==> config.mk <==
export PLATFORM = sky130hd
export DESIGN_NAME = gp_timer_bank
export DESIGN_NICKNAME = d
export VERILOG_FILES = /design/src/rtl/gpt_pkg.sv /design/src/rtl/gpt_tick_sel.sv /design/src/rtl/gpt_channel.sv /design/src/rtl/gpt_irq.sv /design/src/rtl/gp_timer_bank.sv
export SDC_FILE = /design/constraint.sdc
export NUM_CORES = 1
export LEC_CHECK = 0
export BUFFER_PORTS_ARGS = -buffer_cell sky130_fd_sc_hd__buf_4
export CORE_MARGIN = 1
export CORE_UTILIZATION = 41
export CTS_CLUSTER_DIAMETER = 60
export DETAILED_ROUTE_END_ITERATION = 10
export PLACE_DENSITY = 0.56
export SYNTH_ARGS = -nofsm -noshare
export SYNTH_HDL_FRONTEND = slang
export SYNTH_HIERARCHICAL = 1
export SYNTH_SLANG_ARGS = --single-unit
==> constraint.sdc <==
create_clock -name clk_i -period 4.93 [get_ports clk_i]
set_input_delay 0.986 -clock clk_i [delete_from_list [all_inputs] [get_ports clk_i]]
set_output_delay 0.986 -clock clk_i [all_outputs]
set_load 0.03 [all_outputs]
==> src/rtl/gpt_pkg.sv <==
package gpt_pkg;
  typedef enum logic [1:0] {
    MODE_ONCE   = 2'd0,
    MODE_REPEAT = 2'd1,
    MODE_RSVD   = 2'd2,
    MODE_FREE   = 2'd3
  } gpt_mode_e;

  // register offsets inside a 16-byte block (addr[3:2])
  localparam logic [1:0] OFS_CTRL = 2'd0;
  localparam logic [1:0] OFS_CLK  = 2'd1;
  localparam logic [1:0] OFS_CNT  = 2'd2;
  localparam logic [1:0] OFS_CMP  = 2'd3;
  localparam logic [1:0] GLB_IEN  = 2'd0;
  localparam logic [1:0] GLB_ACK  = 2'd2;

  localparam int CTRL_EN_BIT   = 0;
  localparam int CTRL_CLR_BIT  = 1;
  localparam int CTRL_MODE_LSB = 4;
  localparam int CLK_DIV_BIT   = 0;
  localparam int CLK_SRC_BIT   = 4;
endpackage

==> src/rtl/gpt_tick_sel.sv <==
module gpt_tick_sel (
  input  logic clk_i,
  input  logic rst_ni,
  input  logic fast_tick_i,
  input  logic slow_tick_i,
  input  logic src_i,
  input  logic div_i,
  input  logic run_i,
  input  logic restart_i,
  output logic step_o
);
  logic raw_tick;
  logic phase_q;

  assign raw_tick = src_i ? slow_tick_i : fast_tick_i;

  always_ff @(posedge clk_i or negedge rst_ni) begin
    if (!rst_ni)                 phase_q <= 1'b0;
    else if (!run_i || restart_i) phase_q <= 1'b0;
    else if (raw_tick && div_i)  phase_q <= ~phase_q;
  end

  assign step_o = run_i && !restart_i && raw_tick && (!div_i || phase_q);


  div_gap_chk: assert property (@(posedge clk_i) disable iff (!rst_ni)
    (div_i && step_o) |=> !(div_i && step_o));
endmodule

==> src/rtl/gpt_channel.sv <==
module gpt_channel
  import gpt_pkg::*;
#(
  parameter int CNT_W = 32
) (
  input  logic             clk_i,
  input  logic             rst_ni,
  input  logic             fast_tick_i,
  input  logic             slow_tick_i,
  input  logic             ctrl_we_i,
  input  logic             clk_we_i,
  input  logic             cmp_we_i,
  input  logic [31:0]      wdata_i,
  output logic             en_o,
  output logic [1:0]       mode_o,
  output logic             src_o,
  output logic             div_o,
  output logic [CNT_W-1:0] cnt_o,
  output logic [CNT_W-1:0] cmp_o,
  output logic             evt_o
);
  logic             en_q, src_q, div_q;
  gpt_mode_e        mode_q;
  logic [CNT_W-1:0] cnt_q, cmp_q, cnt_inc;
  logic             clear, step, compares, hit;
  logic             unused_wdata;

  assign unused_wdata = ^wdata_i;
  assign clear    = ctrl_we_i && wdata_i[CTRL_CLR_BIT];
  assign cnt_inc  = cnt_q + 1'b1;
  assign compares = (mode_q == MODE_ONCE) || (mode_q == MODE_REPEAT);
  assign hit      = step && compares && (cnt_inc == cmp_q);

  gpt_tick_sel u_tick (
    .clk_i      (clk_i),
    .rst_ni     (rst_ni),
    .fast_tick_i(fast_tick_i),
    .slow_tick_i(slow_tick_i),
    .src_i      (src_q),
    .div_i      (div_q),
    .run_i      (en_q),
    .restart_i  (clear),
    .step_o     (step)
  );

  always_ff @(posedge clk_i or negedge rst_ni) begin
    if (!rst_ni) begin
      en_q   <= 1'b0;
      mode_q <= MODE_ONCE;
      src_q  <= 1'b0;
      div_q  <= 1'b0;
      cmp_q  <= '0;
      cnt_q  <= '0;
    end else begin
      if (ctrl_we_i) begin
        en_q   <= wdata_i[CTRL_EN_BIT];
        mode_q <= gpt_mode_e'(wdata_i[CTRL_MODE_LSB +: 2]);
      end else if (hit && mode_q == MODE_ONCE) begin
        en_q <= 1'b0;
      end
      if (clk_we_i) begin
        src_q <= wdata_i[CLK_SRC_BIT];
        div_q <= wdata_i[CLK_DIV_BIT];
      end
      if (cmp_we_i) cmp_q <= wdata_i[CNT_W-1:0];
      if (clear)                              cnt_q <= '0;
      else if (hit && mode_q == MODE_REPEAT)  cnt_q <= '0;
      else if (step)                          cnt_q <= cnt_inc;
    end
  end

  assign en_o   = en_q;
  assign mode_o = mode_q;
  assign src_o  = src_q;
  assign div_o  = div_q;
  assign cnt_o  = cnt_q;
  assign cmp_o  = cmp_q;
  assign evt_o  = hit;


  idle_hold_chk: assert property (@(posedge clk_i) disable iff (!rst_ni)
    (!en_q && !clear) |=> $stable(cnt_q));

  once_stop_chk: assert property (@(posedge clk_i) disable iff (!rst_ni)
    (evt_o && mode_q == MODE_ONCE && !ctrl_we_i && !cmp_we_i) |=> (!en_q && cnt_q == cmp_q));

  repeat_reload_chk: assert property (@(posedge clk_i) disable iff (!rst_ni)
    (evt_o && mode_q == MODE_REPEAT) |=> (cnt_q == '0));

  free_quiet_chk: assert property (@(posedge clk_i) disable iff (!rst_ni)
    (mode_q == MODE_FREE || mode_q == MODE_RSVD) |-> !evt_o);

  clear_zero_chk: assert property (@(posedge clk_i) disable iff (!rst_ni)
    clear |=> (cnt_q == '0));
endmodule

==> src/rtl/gpt_irq.sv <==
module gpt_irq #(
  parameter int NUM_CH = 6
) (
  input  logic              clk_i,
  input  logic              rst_ni,
  input  logic [NUM_CH-1:0] evt_i,
  input  logic              ien_we_i,
  input  logic              ack_we_i,
  input  logic [31:0]       wdata_i,
  output logic [NUM_CH-1:0] ien_o,
  output logic [NUM_CH-1:0] pend_o,
  output logic              irq_o
);
  logic [NUM_CH-1:0] ien_q, pend_q, ack_mask;
  logic              unused_wdata;

  assign unused_wdata = ^wdata_i;
  assign ack_mask = ack_we_i ? wdata_i[NUM_CH-1:0] : '0;

  always_ff @(posedge clk_i or negedge rst_ni) begin
    if (!rst_ni) begin
      ien_q  <= '0;
      pend_q <= '0;
    end else begin
      if (ien_we_i) ien_q <= wdata_i[NUM_CH-1:0];
      pend_q <= (pend_q & ~ack_mask) | evt_i;
    end
  end

  assign ien_o  = ien_q;
  assign pend_o = pend_q;
  assign irq_o  = |(pend_q & ien_q);

  for (genvar g = 0; g < NUM_CH; g++) begin : g_chk

    ack_clr_chk: assert property (@(posedge clk_i) disable iff (!rst_ni)
      (ack_we_i && wdata_i[g] && !evt_i[g]) |=> !pend_q[g]);

    pend_hold_chk: assert property (@(posedge clk_i) disable iff (!rst_ni)
      (pend_q[g] && !(ack_we_i && wdata_i[g])) |=> pend_q[g]);

    pend_set_chk: assert property (@(posedge clk_i) disable iff (!rst_ni)
      evt_i[g] |=> pend_q[g]);
  end
endmodule

==> src/rtl/gp_timer_bank.sv <==
module gp_timer_bank
  import gpt_pkg::*;
#(
  parameter int NUM_CH = 6,
  parameter int CNT_W  = 32,
  parameter int ADDR_W = 8
) (
  input  logic              clk_i,
  input  logic              rst_ni,
  input  logic              fast_tick_i,
  input  logic              slow_tick_i,
  input  logic              req_i,
  input  logic              we_i,
  input  logic [ADDR_W-1:0] addr_i,
  input  logic [31:0]       wdata_i,
  output logic [31:0]       rdata_o,
  output logic              irq_o
);
  localparam int BLK_W = ADDR_W - 4;

  logic [BLK_W-1:0]  blk;
  logic [1:0]        ofs;
  logic              wr, ien_we, ack_we;
  logic [NUM_CH-1:0] evt, ien, pend, en_a, src_a, div_a;
  logic [1:0]        mode_a [NUM_CH];
  logic [CNT_W-1:0]  cnt_a  [NUM_CH];
  logic [CNT_W-1:0]  cmp_a  [NUM_CH];
  logic [31:0]       rd;
  logic              unused_addr;

  assign blk         = addr_i[ADDR_W-1:4];
  assign ofs         = addr_i[3:2];
  assign unused_addr = ^addr_i[1:0];
  assign wr          = req_i && we_i;
  assign ien_we      = wr && (blk == '0) && (ofs == GLB_IEN);
  assign ack_we      = wr && (blk == '0) && (ofs == GLB_ACK);

  for (genvar g = 0; g < NUM_CH; g++) begin : g_ch
    logic sel;
    assign sel = wr && (blk == BLK_W'(g + 1));
    gpt_channel #(.CNT_W(CNT_W)) u_ch (
      .clk_i      (clk_i),
      .rst_ni     (rst_ni),
      .fast_tick_i(fast_tick_i),
      .slow_tick_i(slow_tick_i),
      .ctrl_we_i  (sel && ofs == OFS_CTRL),
      .clk_we_i   (sel && ofs == OFS_CLK),
      .cmp_we_i   (sel && ofs == OFS_CMP),
      .wdata_i    (wdata_i),
      .en_o       (en_a[g]),
      .mode_o     (mode_a[g]),
      .src_o      (src_a[g]),
      .div_o      (div_a[g]),
      .cnt_o      (cnt_a[g]),
      .cmp_o      (cmp_a[g]),
      .evt_o      (evt[g])
    );
  end

  gpt_irq #(.NUM_CH(NUM_CH)) u_irq (
    .clk_i   (clk_i),
    .rst_ni  (rst_ni),
    .evt_i   (evt),
    .ien_we_i(ien_we),
    .ack_we_i(ack_we),
    .wdata_i (wdata_i),
    .ien_o   (ien),
    .pend_o  (pend),
    .irq_o   (irq_o)
  );

  always_comb begin
    rd = '0;
    if (blk == '0) begin
      if (ofs == GLB_IEN)      rd = 32'(ien);
      else if (ofs == GLB_ACK) rd = 32'(pend);
    end
    for (int i = 0; i < NUM_CH; i++) begin
      if (blk == BLK_W'(i + 1)) begin
        case (ofs)
          OFS_CTRL: rd = {26'b0, mode_a[i], 3'b0, en_a[i]};
          OFS_CLK:  rd = {27'b0, src_a[i], 3'b0, div_a[i]};
          OFS_CNT:  rd = 32'(cnt_a[i]);
          default:  rd = 32'(cmp_a[i]);
        endcase
      end
    end
  end

  assign rdata_o = req_i ? rd : '0;


  clr_readback_chk: assert property (@(posedge clk_i) disable iff (!rst_ni)
    (req_i && !we_i && blk != '0 && ofs == OFS_CTRL) |-> !rdata_o[CTRL_CLR_BIT]);
endmodule

==> insert_results.sql, run 1 <==
INSERT INTO impl_metrics (metric_group, metric, value, unit) VALUES
('timing', 'finalSetupViolCount', '0', ''),
('routing', 'post_drt_antenna_nets', '0', ''),
('routing', 'drt-vias-per-instance', '6.33', ''),
('worst_setup_path', 'crit_path_end', 'rdata_o[7]', ''),
('logic_synthesis', 'synth_top_family_by_area', 'simple AND/OR/NAND/NOR gates', ''),
('timing', 'largest_clock_skew_in_the_final_design', '0.0320', 'ns'),
('timing', 'timing.final.crit_share', '92.6', '%'),
('pwr', 'report.power.total', '11.1', 'mW'),
('pwr', 'power_per_cell_area', '334', 'nW/um^2'),
('pwr', 'static-leakage-power', '14.1', 'nW'),
('worst_setup_path', 'endpoint_kind', 'output pin', ''),
('logic_synthesis', 'ys_top_cells_by_area', 'sky130_fd_sc_hd__dfrtp_1, sky130_fd_sc_hd__mux2_2, sky130_fd_sc_hd__mux2i_1', ''),
('job', 'max_cap_violations', '0', ''),
('die', 'die_h', '272', 'um'),
('logic_synthesis', 'yosys.area_share.simple', '19.6', '%'),
('worst_setup_path', 'critPathMaxFanout', '33', ''),
('logic_synthesis', 'netlist_cell_types', '81', ''),
('die', 'initial_core_utilization', '41.6', '%'),
('clock_tree', 'number_of_buffers_created_by_cts', '56', ''),
('timing', 'relSlewSlack', '25.7', '%'),
('routing', 'routed-wl-met3', '9360', 'um'),
('logic_synthesis', 'synthesis.nets', '3243', ''),
('timing', 'post_route_setup_tns', '0', 'ns'),
('global_route', 'grt_pass1_wl', '169000', 'um'),
('routing', 'avgRoutedWirePerCell', '27.5', 'um'),
('global_route', 'globalRouteTotalUtil', '30.6', '%'),
('timing', 'report.final.hold_viol_count', '0', ''),
('logic_synthesis', 'synth-edff-count', '0', ''),
('timing', 'setup_repair_after_global_routing_missed_its_margin', 'no', ''),
('logic_synthesis', 'synthesis.instances', '3191', ''),
('clock_tree', 'tritoncts_clock_tree', 'done', ''),
('place', 'port_buffer_count', '76', ''),
('die', 'core_region_area', '71900', 'sq um'),
('layout', 'multi_input_comb_area', '17600', 'sq um'),
('routing', 'maxUsedRoutingLayer', 'met5', ''),
('layout', 'layout.filler_cells', '6814', ''),
('layout', 'postLayoutCoreUtil', '46.4', '%'),
('layout', 'final_layout_size_suffix_gt1_share', '18.7', '%'),
('worst_setup_path', 'rr_endpoint', 'g_ch[0].u_ch/cnt_o[25]', ''),
('place', 'final_estimated_routing_congestion_in_global_placement', '0.986', ''),
('clock_tree', 'cts.sink_count', '432', ''),
('logic_synthesis', 'syn_area', '29900', 'sq um'),
('logic_synthesis', 'synthMostInstantiatedCell', 'sky130_fd_sc_hd__dfrtp_1', ''),
('global_route', 'grt_antenna_before_repair', '16', ''),
('routing', 'routedLengthMet1', '49900', 'um'),
('logic_synthesis', 'synth.top_cell.area_share', '36.2', '%'),
('logic_synthesis', 'synth.area.mux_share', '16.8', '%'),
('worst_setup_path', 'critical_path.startpoint_type', 'input pin', ''),
('outcome', 'status', 'finished, final reports clean', ''),
('clock_tree', 'cts_htree_levels', '2', ''),
('logic_synthesis', 'compound_gate_fraction_of_synth_area', '14.0', '%'),
('routing', 'routed_wl', '115000', 'um'),
('timing', 'worstMarginPinSlew', '1.10', 'ns'),
('worst_setup_path', 'worstSetupStartpoint', 'addr_i[3]', ''),
('clock_tree', 'clock_tree.buffer_depth', '3', ''),
('die', 'die_w', '272', 'um'),
('place', 'detailedPlacementHpwl', '82000', 'um'),
('hold_path', 'worst_hold_path_type', 'in2async', ''),
('clock_tree', 'cts_resized', '0', ''),
('die', 'die-area', '74000', 'sq um'),
('clock_tree', 'cts-root-buf', 'sky130_fd_sc_hd__clkbuf_16', ''),
('logic_synthesis', 'synth_seq_area_share', '36.2', '%'),
('logic_synthesis', 'synth.cells.most_frequent', 'sky130_fd_sc_hd__dfrtp_1, sky130_fd_sc_hd__nand2_1, sky130_fd_sc_hd__mux2_2', ''),
('timing', 'maxClockFrequency', '219', 'MHz'),
('timing', 'final_max_slew_viol_count', '0', ''),
('pwr', 'max-vdd-ir-drop', '330', 'uV'),
('worst_setup_path', 'worstSetupPathType', 'in2out', ''),
('global_route', 'gr-total-overflow', '0', ''),
('clock_tree', 'post_cts_setup_buffer_count', '0', ''),
('worst_setup_path', 'crit_path_dat', '3.58', 'ns'),
('layout', 'area.growth.synth_to_final', '11.4', '%');
-- cell usage in the layout (no fill, tap or decap), types with 11 or more instances in the layout --
| cell type | instances |
|---|---|
| sky130_fd_sc_hd__nor4_1 | 38 |
| sky130_fd_sc_hd__nor2_1 | 150 |
| sky130_fd_sc_hd__clkbuf_16 | 56 |
| sky130_fd_sc_hd__nand2_1 | 255 |
| sky130_fd_sc_hd__mux4_2 | 11 |
| sky130_fd_sc_hd__buf_12 | 17 |
| sky130_fd_sc_hd__and3_1 | 33 |
| sky130_fd_sc_hd__inv_1 | 68 |
| sky130_fd_sc_hd__a21oi_1 | 156 |
| sky130_fd_sc_hd__or3_1 | 29 |
| sky130_fd_sc_hd__a31oi_1 | 78 |
| sky130_fd_sc_hd__clkbuf_1 | 12 |
| sky130_fd_sc_hd__nor4_2 | 15 |
| sky130_fd_sc_hd__a22o_1 | 30 |
| sky130_fd_sc_hd__a21o_1 | 30 |
| sky130_fd_sc_hd__nand3_1 | 168 |
| sky130_fd_sc_hd__and2_1 | 24 |
| sky130_fd_sc_hd__nand3b_1 | 22 |
| sky130_fd_sc_hd__o22ai_1 | 98 |
| sky130_fd_sc_hd__mux2i_1 | 205 |
| sky130_fd_sc_hd__o31a_1 | 28 |
| sky130_fd_sc_hd__nor3_1 | 60 |
| sky130_fd_sc_hd__mux2_2 | 233 |
| sky130_fd_sc_hd__nand2b_1 | 38 |
| sky130_fd_sc_hd__and4_1 | 24 |
| sky130_fd_sc_hd__xnor2_1 | 182 |
| sky130_fd_sc_hd__xor2_1 | 82 |
| sky130_fd_sc_hd__or4_1 | 15 |
| sky130_fd_sc_hd__o21ai_1 | 18 |
| sky130_fd_sc_hd__dfrtp_1 | 432 |
| sky130_fd_sc_hd__buf_4 | 161 |
| sky130_fd_sc_hd__o21ai_0 | 92 |
| sky130_fd_sc_hd__clkinv_2 | 14 |
| sky130_fd_sc_hd__o31ai_1 | 12 |
| sky130_fd_sc_hd__nand4_1 | 106 |
-- worst min-delay path by stage --
stage | start | end | slack (ns) | cells after the start
2_1_floorplan | u_irq/pend_o[0] | u_irq/pend_o[0] | 0.47 | 1
3_3_place_gp | u_irq/pend_o[0] | u_irq/pend_o[0] | 0.50 | 1
3_5_place_dp | u_irq/pend_o[4] | u_irq/pend_o[4] | 0.50 | 1
4_1_cts | rst_ni | g_ch[4].u_ch/cmp_o[4] | 0.43 | 1
5_1_grt | rst_ni | g_ch[4].u_ch/cnt_o[11] | 0.45 | 1
6_report | rst_ni | g_ch[4].u_ch/cmp_o[4] | 0.39 | 1
-- power by group --
| group | switching (mW) | internal [mW] | total, mW |
|---|---|---|---|
| clock | 1.72 | 2.53 | 4.25 |
| sequential | 0.644 | 3.89 | 4.53 |
| combinational | 1.37 | 0.991 | 2.36 |
-- registers in the layout, indices dropped and copies added (netlist names) --
register / flops
u_irq/pend_o: 6
g_ch.u_ch/en_o: 6
g_ch.u_ch/mode_o: 12
g_ch.u_ch/div_o: 6
u_irq/ien_o: 6
g_ch.u_ch/src_o: 6
g_ch.u_ch/cmp_o: 192
g_ch.u_ch/cnt_o: 192
g_ch.u_ch/u_tick/phase_q: 6
-- worst max-delay path, stage by stage --
cell,delay (ns)
sky130_fd_sc_hd__buf_4,0.09
sky130_fd_sc_hd__buf_4,0.44
sky130_fd_sc_hd__nand4b_1,0.75
sky130_fd_sc_hd__o22ai_1,0.77
sky130_fd_sc_hd__o31a_1,0.32
sky130_fd_sc_hd__buf_4,0.20
-- layer usage --
metal	vias up	GRT usage, %
li1	11800	-
met1	13300	42.7
met2	1126	45.7
met3	225	5.65
met4	2	14.1
met5	-	0
-- kinds of logic (layout without fill, tap and decap cells) --
kind of cell / after synthesis / after routing
AOI/OAI and AO/OA: 647 / 647
xor gates and xnor gates: 264 / 264
adders and majority gates: 6 / 6
buffers and inverters: 325 / 352
DFF: 432 / 432
muxes: 455 / 455
other: 0 / 4
and+or+nand+nor: 1062 / 1062
-- area by class of cell --
| class | count | area share, % |
|---|---|---|
| sequential | 432 | 32.4 |
| clock buffer | 76 | 4.67 |
| timing repair buffer | 180 | 4.74 |
| multi-input combinational | 2434 | 52.8 |
| antenna | 4 | 0.0300 |
| tap | 950 | 3.57 |
| clock inverter | 28 | 0.973 |
| inverter | 68 | 0.766 |
-- through the flow --
step           instance area (sq um)  instances  worst slack (ns)  hold WS (ns)
2_1_floorplan                  29900       3191             0.860         0.472
3_3_place_gp                   31400       4064             0.244         0.496
3_5_place_dp                   31400       4064            0.0765         0.502
4_1_cts                        33300       4168             0.484         0.428
5_1_grt                        33300       4168             0.401         0.454
6_report                       33300       4172             0.366         0.392
No activity file was read; power rests on OpenSTA's default activity.
==> run 2: changes to the inputs <==
==> constraint.sdc (replaced) <==
create_clock -name clk_i -period 5.5 [get_ports clk_i]
set_input_delay 1.1 -clock clk_i [delete_from_list [all_inputs] [get_ports clk_i]]
set_output_delay 1.1 -clock clk_i [all_outputs]
set_load 0.03 [all_outputs]
==> run 2 against run 1 <==
  * Clock skew shrank 0.012 ns
  * Setup slack improved by 0.38 ns
  * Power is 12% lower
  * Clock power is 13% lower
  * Highest routed layer is now met4
  * Largest cell class unchanged
  * Worst hold slack improved by 0.12 ns
  * Largest power group unchanged
  * Die area unchanged
  * Design area down 1.3%
  * Register-to-register slack improved by 0.30 ns
  * Non-clock buffer count decreased by 37
  * Critical path depth unchanged
  * Wire length is 0.83% lower
  * Final cell count decreased by 1.1%
==> insert_results.sql, run 2 (synthesized netlist as in run 1, its figures left out) <==
INSERT INTO impl_metrics (metric_group, metric, value, unit) VALUES
('outcome', 'status', 'finished, final reports clean', ''),
('clock_tree', 'cts-root-buf', 'sky130_fd_sc_hd__clkbuf_16', ''),
('place', 'detailedPlacementHpwl', '80800', 'um'),
('clock_tree', 'post_cts_setup_buffer_count', '0', ''),
('worst_setup_path', 'cp_data_required_time', '4.40', 'ns'),
('job', 'max_cap_violations', '0', ''),
('die', 'die-area', '74000', 'sq um'),
('die', 'initial_core_utilization', '41.6', '%'),
('global_route', 'globalRouteTotalUtil', '30.4', '%'),
('timing', 'final_max_slew_viol_count', '0', ''),
('place', 'numPlacedInstances', '4027', ''),
('clock_tree', 'tritoncts_clock_tree', 'done', ''),
('timing', 'post_route_setup_tns', '0', 'ns'),
('worst_setup_path', 'endpoint_kind', 'output pin', ''),
('global_route', 'grt_pass1_vias', '24600', ''),
('global_route', 'grt_antenna_before_repair', '15', ''),
('routing', 'routed-wl-met2', '49500', 'um'),
('layout', 'stdcell_count', '4127', ''),
('pwr', 'power_per_cell_area', '299', 'nW/um^2'),
('clock_tree', 'cts.sink_count', '432', ''),
('routing', 'routedLengthMet1', '50000', 'um'),
('worst_setup_path', 'worstSetupPathType', 'in2out', ''),
('global_route', 'grt_pass1_wl', '167000', 'um'),
('routing', 'drt-vias-per-instance', '6.35', ''),
('layout', 'final_layout_size_suffix_gt1_share', '17.6', '%'),
('die', 'core_region_area', '71900', 'sq um'),
('pwr', 'clkPwrFrac', '37.6', '%'),
('timing', 'finalSetupViolCount', '0', ''),
('layout', 'area.growth.synth_to_final', '10.0', '%'),
('clock_tree', 'cts.clk_slew.worst_paths', '0.06', 'ns'),
('pwr', 'max-vdd-ir-drop', '241', 'uV'),
('layout', 'most-common-layout-cells', 'sky130_fd_sc_hd__dfrtp_1, sky130_fd_sc_hd__nand2_1, sky130_fd_sc_hd__mux2_2, sky130_fd_sc_hd__mux2i_1, sky130_fd_sc_hd__xnor2_1', ''),
('global_route', 'grt_start_max_net_pins', '105', ''),
('worst_setup_path', 'crit_path_dat', '3.65', 'ns'),
('pwr', 'static-leakage-power', '13.9', 'nW'),
('timing', 'worstMarginPinSlew', '1.19', 'ns'),
('clock_tree', 'number_of_buffers_created_by_cts', '55', ''),
('routing', 'maxUsedRoutingLayer', 'met4', ''),
('global_route', 'gr-total-overflow', '0', ''),
('timing', 'maxClockFrequency', '211', 'MHz'),
('pwr', 'netSwitchingFraction', '33.5', '%'),
('timing', 'timing.final.crit_share', '86.4', '%'),
('place', 'placement.cell_area', '31100', 'sq um'),
('worst_setup_path', 'critical_path.startpoint_type', 'input pin', ''),
('routing', 'routed-wl-met3', '9410', 'um'),
('routing', 'post_drt_antenna_nets', '0', ''),
('place', 'port_buffer_count', '76', ''),
('clock_tree', 'clock_latency', '0.63', 'ns'),
('layout', 'finalNetCount', '3186', ''),
('timing', 'relSlewSlack', '20.4', '%'),
('routing', 'routed-via-count', '26200', ''),
('timing', 'largest_clock_skew_in_the_final_design', '0.0201', 'ns'),
('timing', 'setup_repair_after_global_routing_missed_its_margin', 'no', ''),
('clock_tree', 'cts_htree_levels', '2', ''),
('routing', 'drt_iter0_drc', '2814', ''),
('pwr', 'total_switching_power', '3.29', 'mW'),
('clock_tree', 'clock_tree.buffer_depth', '3', ''),
('place', 'pre_cts_slack', '0.308', 'ns'),
('place', 'final_estimated_routing_congestion_in_global_placement', '0.958', ''),
('die', 'die_w', '272', 'um'),
('pwr', 'power_share_of_the_sequential_group', '41.3', '%'),
('hold_path', 'worst_hold_path_type', 'reg2reg', ''),
('routing', 'avgRoutedWirePerCell', '27.6', 'um'),
('pwr', 'comb_power_share', '21.0', '%'),
('clock_tree', 'cts.hold.buffers_added', '0', ''),
('routing', 'routed_wl', '114000', 'um'),
('timing', 'report.final.hold_viol_count', '0', ''),
('pwr', 'internal_power', '6.54', 'mW'),
('die', 'die_h', '272', 'um'),
('die', 'standard_cell_row_count', '98', ''),
('layout', 'layout_cell_area_excl_fill', '32900', 'sq um'),
('timing', 'timing.final.ws_setup', '0.750', 'ns'),
('layout', 'layout.filler_cells', '6911', ''),
('routing', 'firstDrtPassIters', '8', ''),
('layout', 'layout_commonest_cell', 'sky130_fd_sc_hd__dfrtp_1', ''),
('die', 'io_pins', '79', ''),
('routing', 'drc_viols', '0', ''),
('worst_setup_path', 'critPathMaxFanout', '103', ''),
('timing', 'finalCriticalPeriod', '4.75', 'ns'),
('clock_tree', 'cts_resized', '0', '');
[run 2: cell count changes in the layout (fill, tap and decap cells not counted), moves of 3 or more]
cell and change:
sky130_fd_sc_hd__bufinv_16 -3, sky130_fd_sc_hd__buf_12 -7, sky130_fd_sc_hd__clkinvlp_4 -3, sky130_fd_sc_hd__buf_4 -30, sky130_fd_sc_hd__clkinv_2 -4, sky130_fd_sc_hd__clkbuf_8 +5
[run 2: metrics by stage]
stage                     utilization, %  power, mW  hold WS [ns]
after detailed placement            43.2       6.14         0.498
after global placement              43.2       6.09         0.488
after floorplan                        -       5.36         0.472
after global routing                45.8       10.2         0.534
final                               45.8       9.82         0.513
after CTS                           45.8       9.84         0.509
[run 2: worst max-delay path, stage by stage]
cell and delay (ns):
sky130_fd_sc_hd__buf_8 0.12, sky130_fd_sc_hd__buf_12 0.46, sky130_fd_sc_hd__mux4_2 0.66, sky130_fd_sc_hd__o21ai_0 0.61
sky130_fd_sc_hd__nor3_1 0.20, sky130_fd_sc_hd__buf_4 0.22
[run 2: layout make-up]
cell class	instances	area, sq um	share of cell area, %
Clock inverter	17	175	0.533
Multi-Input combinational cell	2434	17600	53.5
Clock buffer	80	1640	5.00
Tap cell	950	1190	3.61
Antenna cell	3	7.51	0.0228
Timing Repair Buffer	143	1210	3.69
Inverter	68	255	0.776
Sequential cell	432	10800	32.9
[run 2: worst paths after layout]
| path | start | to | slack [ns] | depth (start not counted) |
|---|---|---|---|---|
| worst max-delay path | addr_i[2] | rdata_o[4] | 0.75 | 6 |
| worst min-delay path | u_irq/pend_o[2] | u_irq/pend_o[2] | 0.51 | 1 |
| max in group asynchronous | rst_ni | g_ch[3].u_ch/cmp_o[15] | 3.74 | 2 |
| worst min register to register | u_irq/pend_o[2] | u_irq/pend_o[2] | 0.51 | 1 |
| min in group asynchronous | rst_ni | g_ch[4].u_ch/cnt_o[4] | 0.52 | 1 |
| worst max register to register | g_ch[3].u_ch/cnt_o[0] | g_ch[3].u_ch/cnt_o[25] | 1.01 | 12 |
[run 2: per-layer routing]
layer	GRT usage, %	vias up
met5	0	-
met4	12.3	0
met3	5.64	220
met2	45.4	1153
met1	43.1	13200
li1	-	11700
[run 2: power groups by stage]
| stage | registers [mW] | clock network (mW) | logic (mW) |
|---|---|---|---|
| 3_5_place_dp | 4.10 | 0 | 2.03 |
| 4_1_cts | 4.05 | 3.75 | 2.05 |
| 3_3_place_gp | 4.09 | 0 | 2.00 |
| 5_1_grt | 4.12 | 3.87 | 2.20 |
| 6_report | 4.06 | 3.69 | 2.07 |
| 2_1_floorplan | 3.79 | 0 | 1.56 |
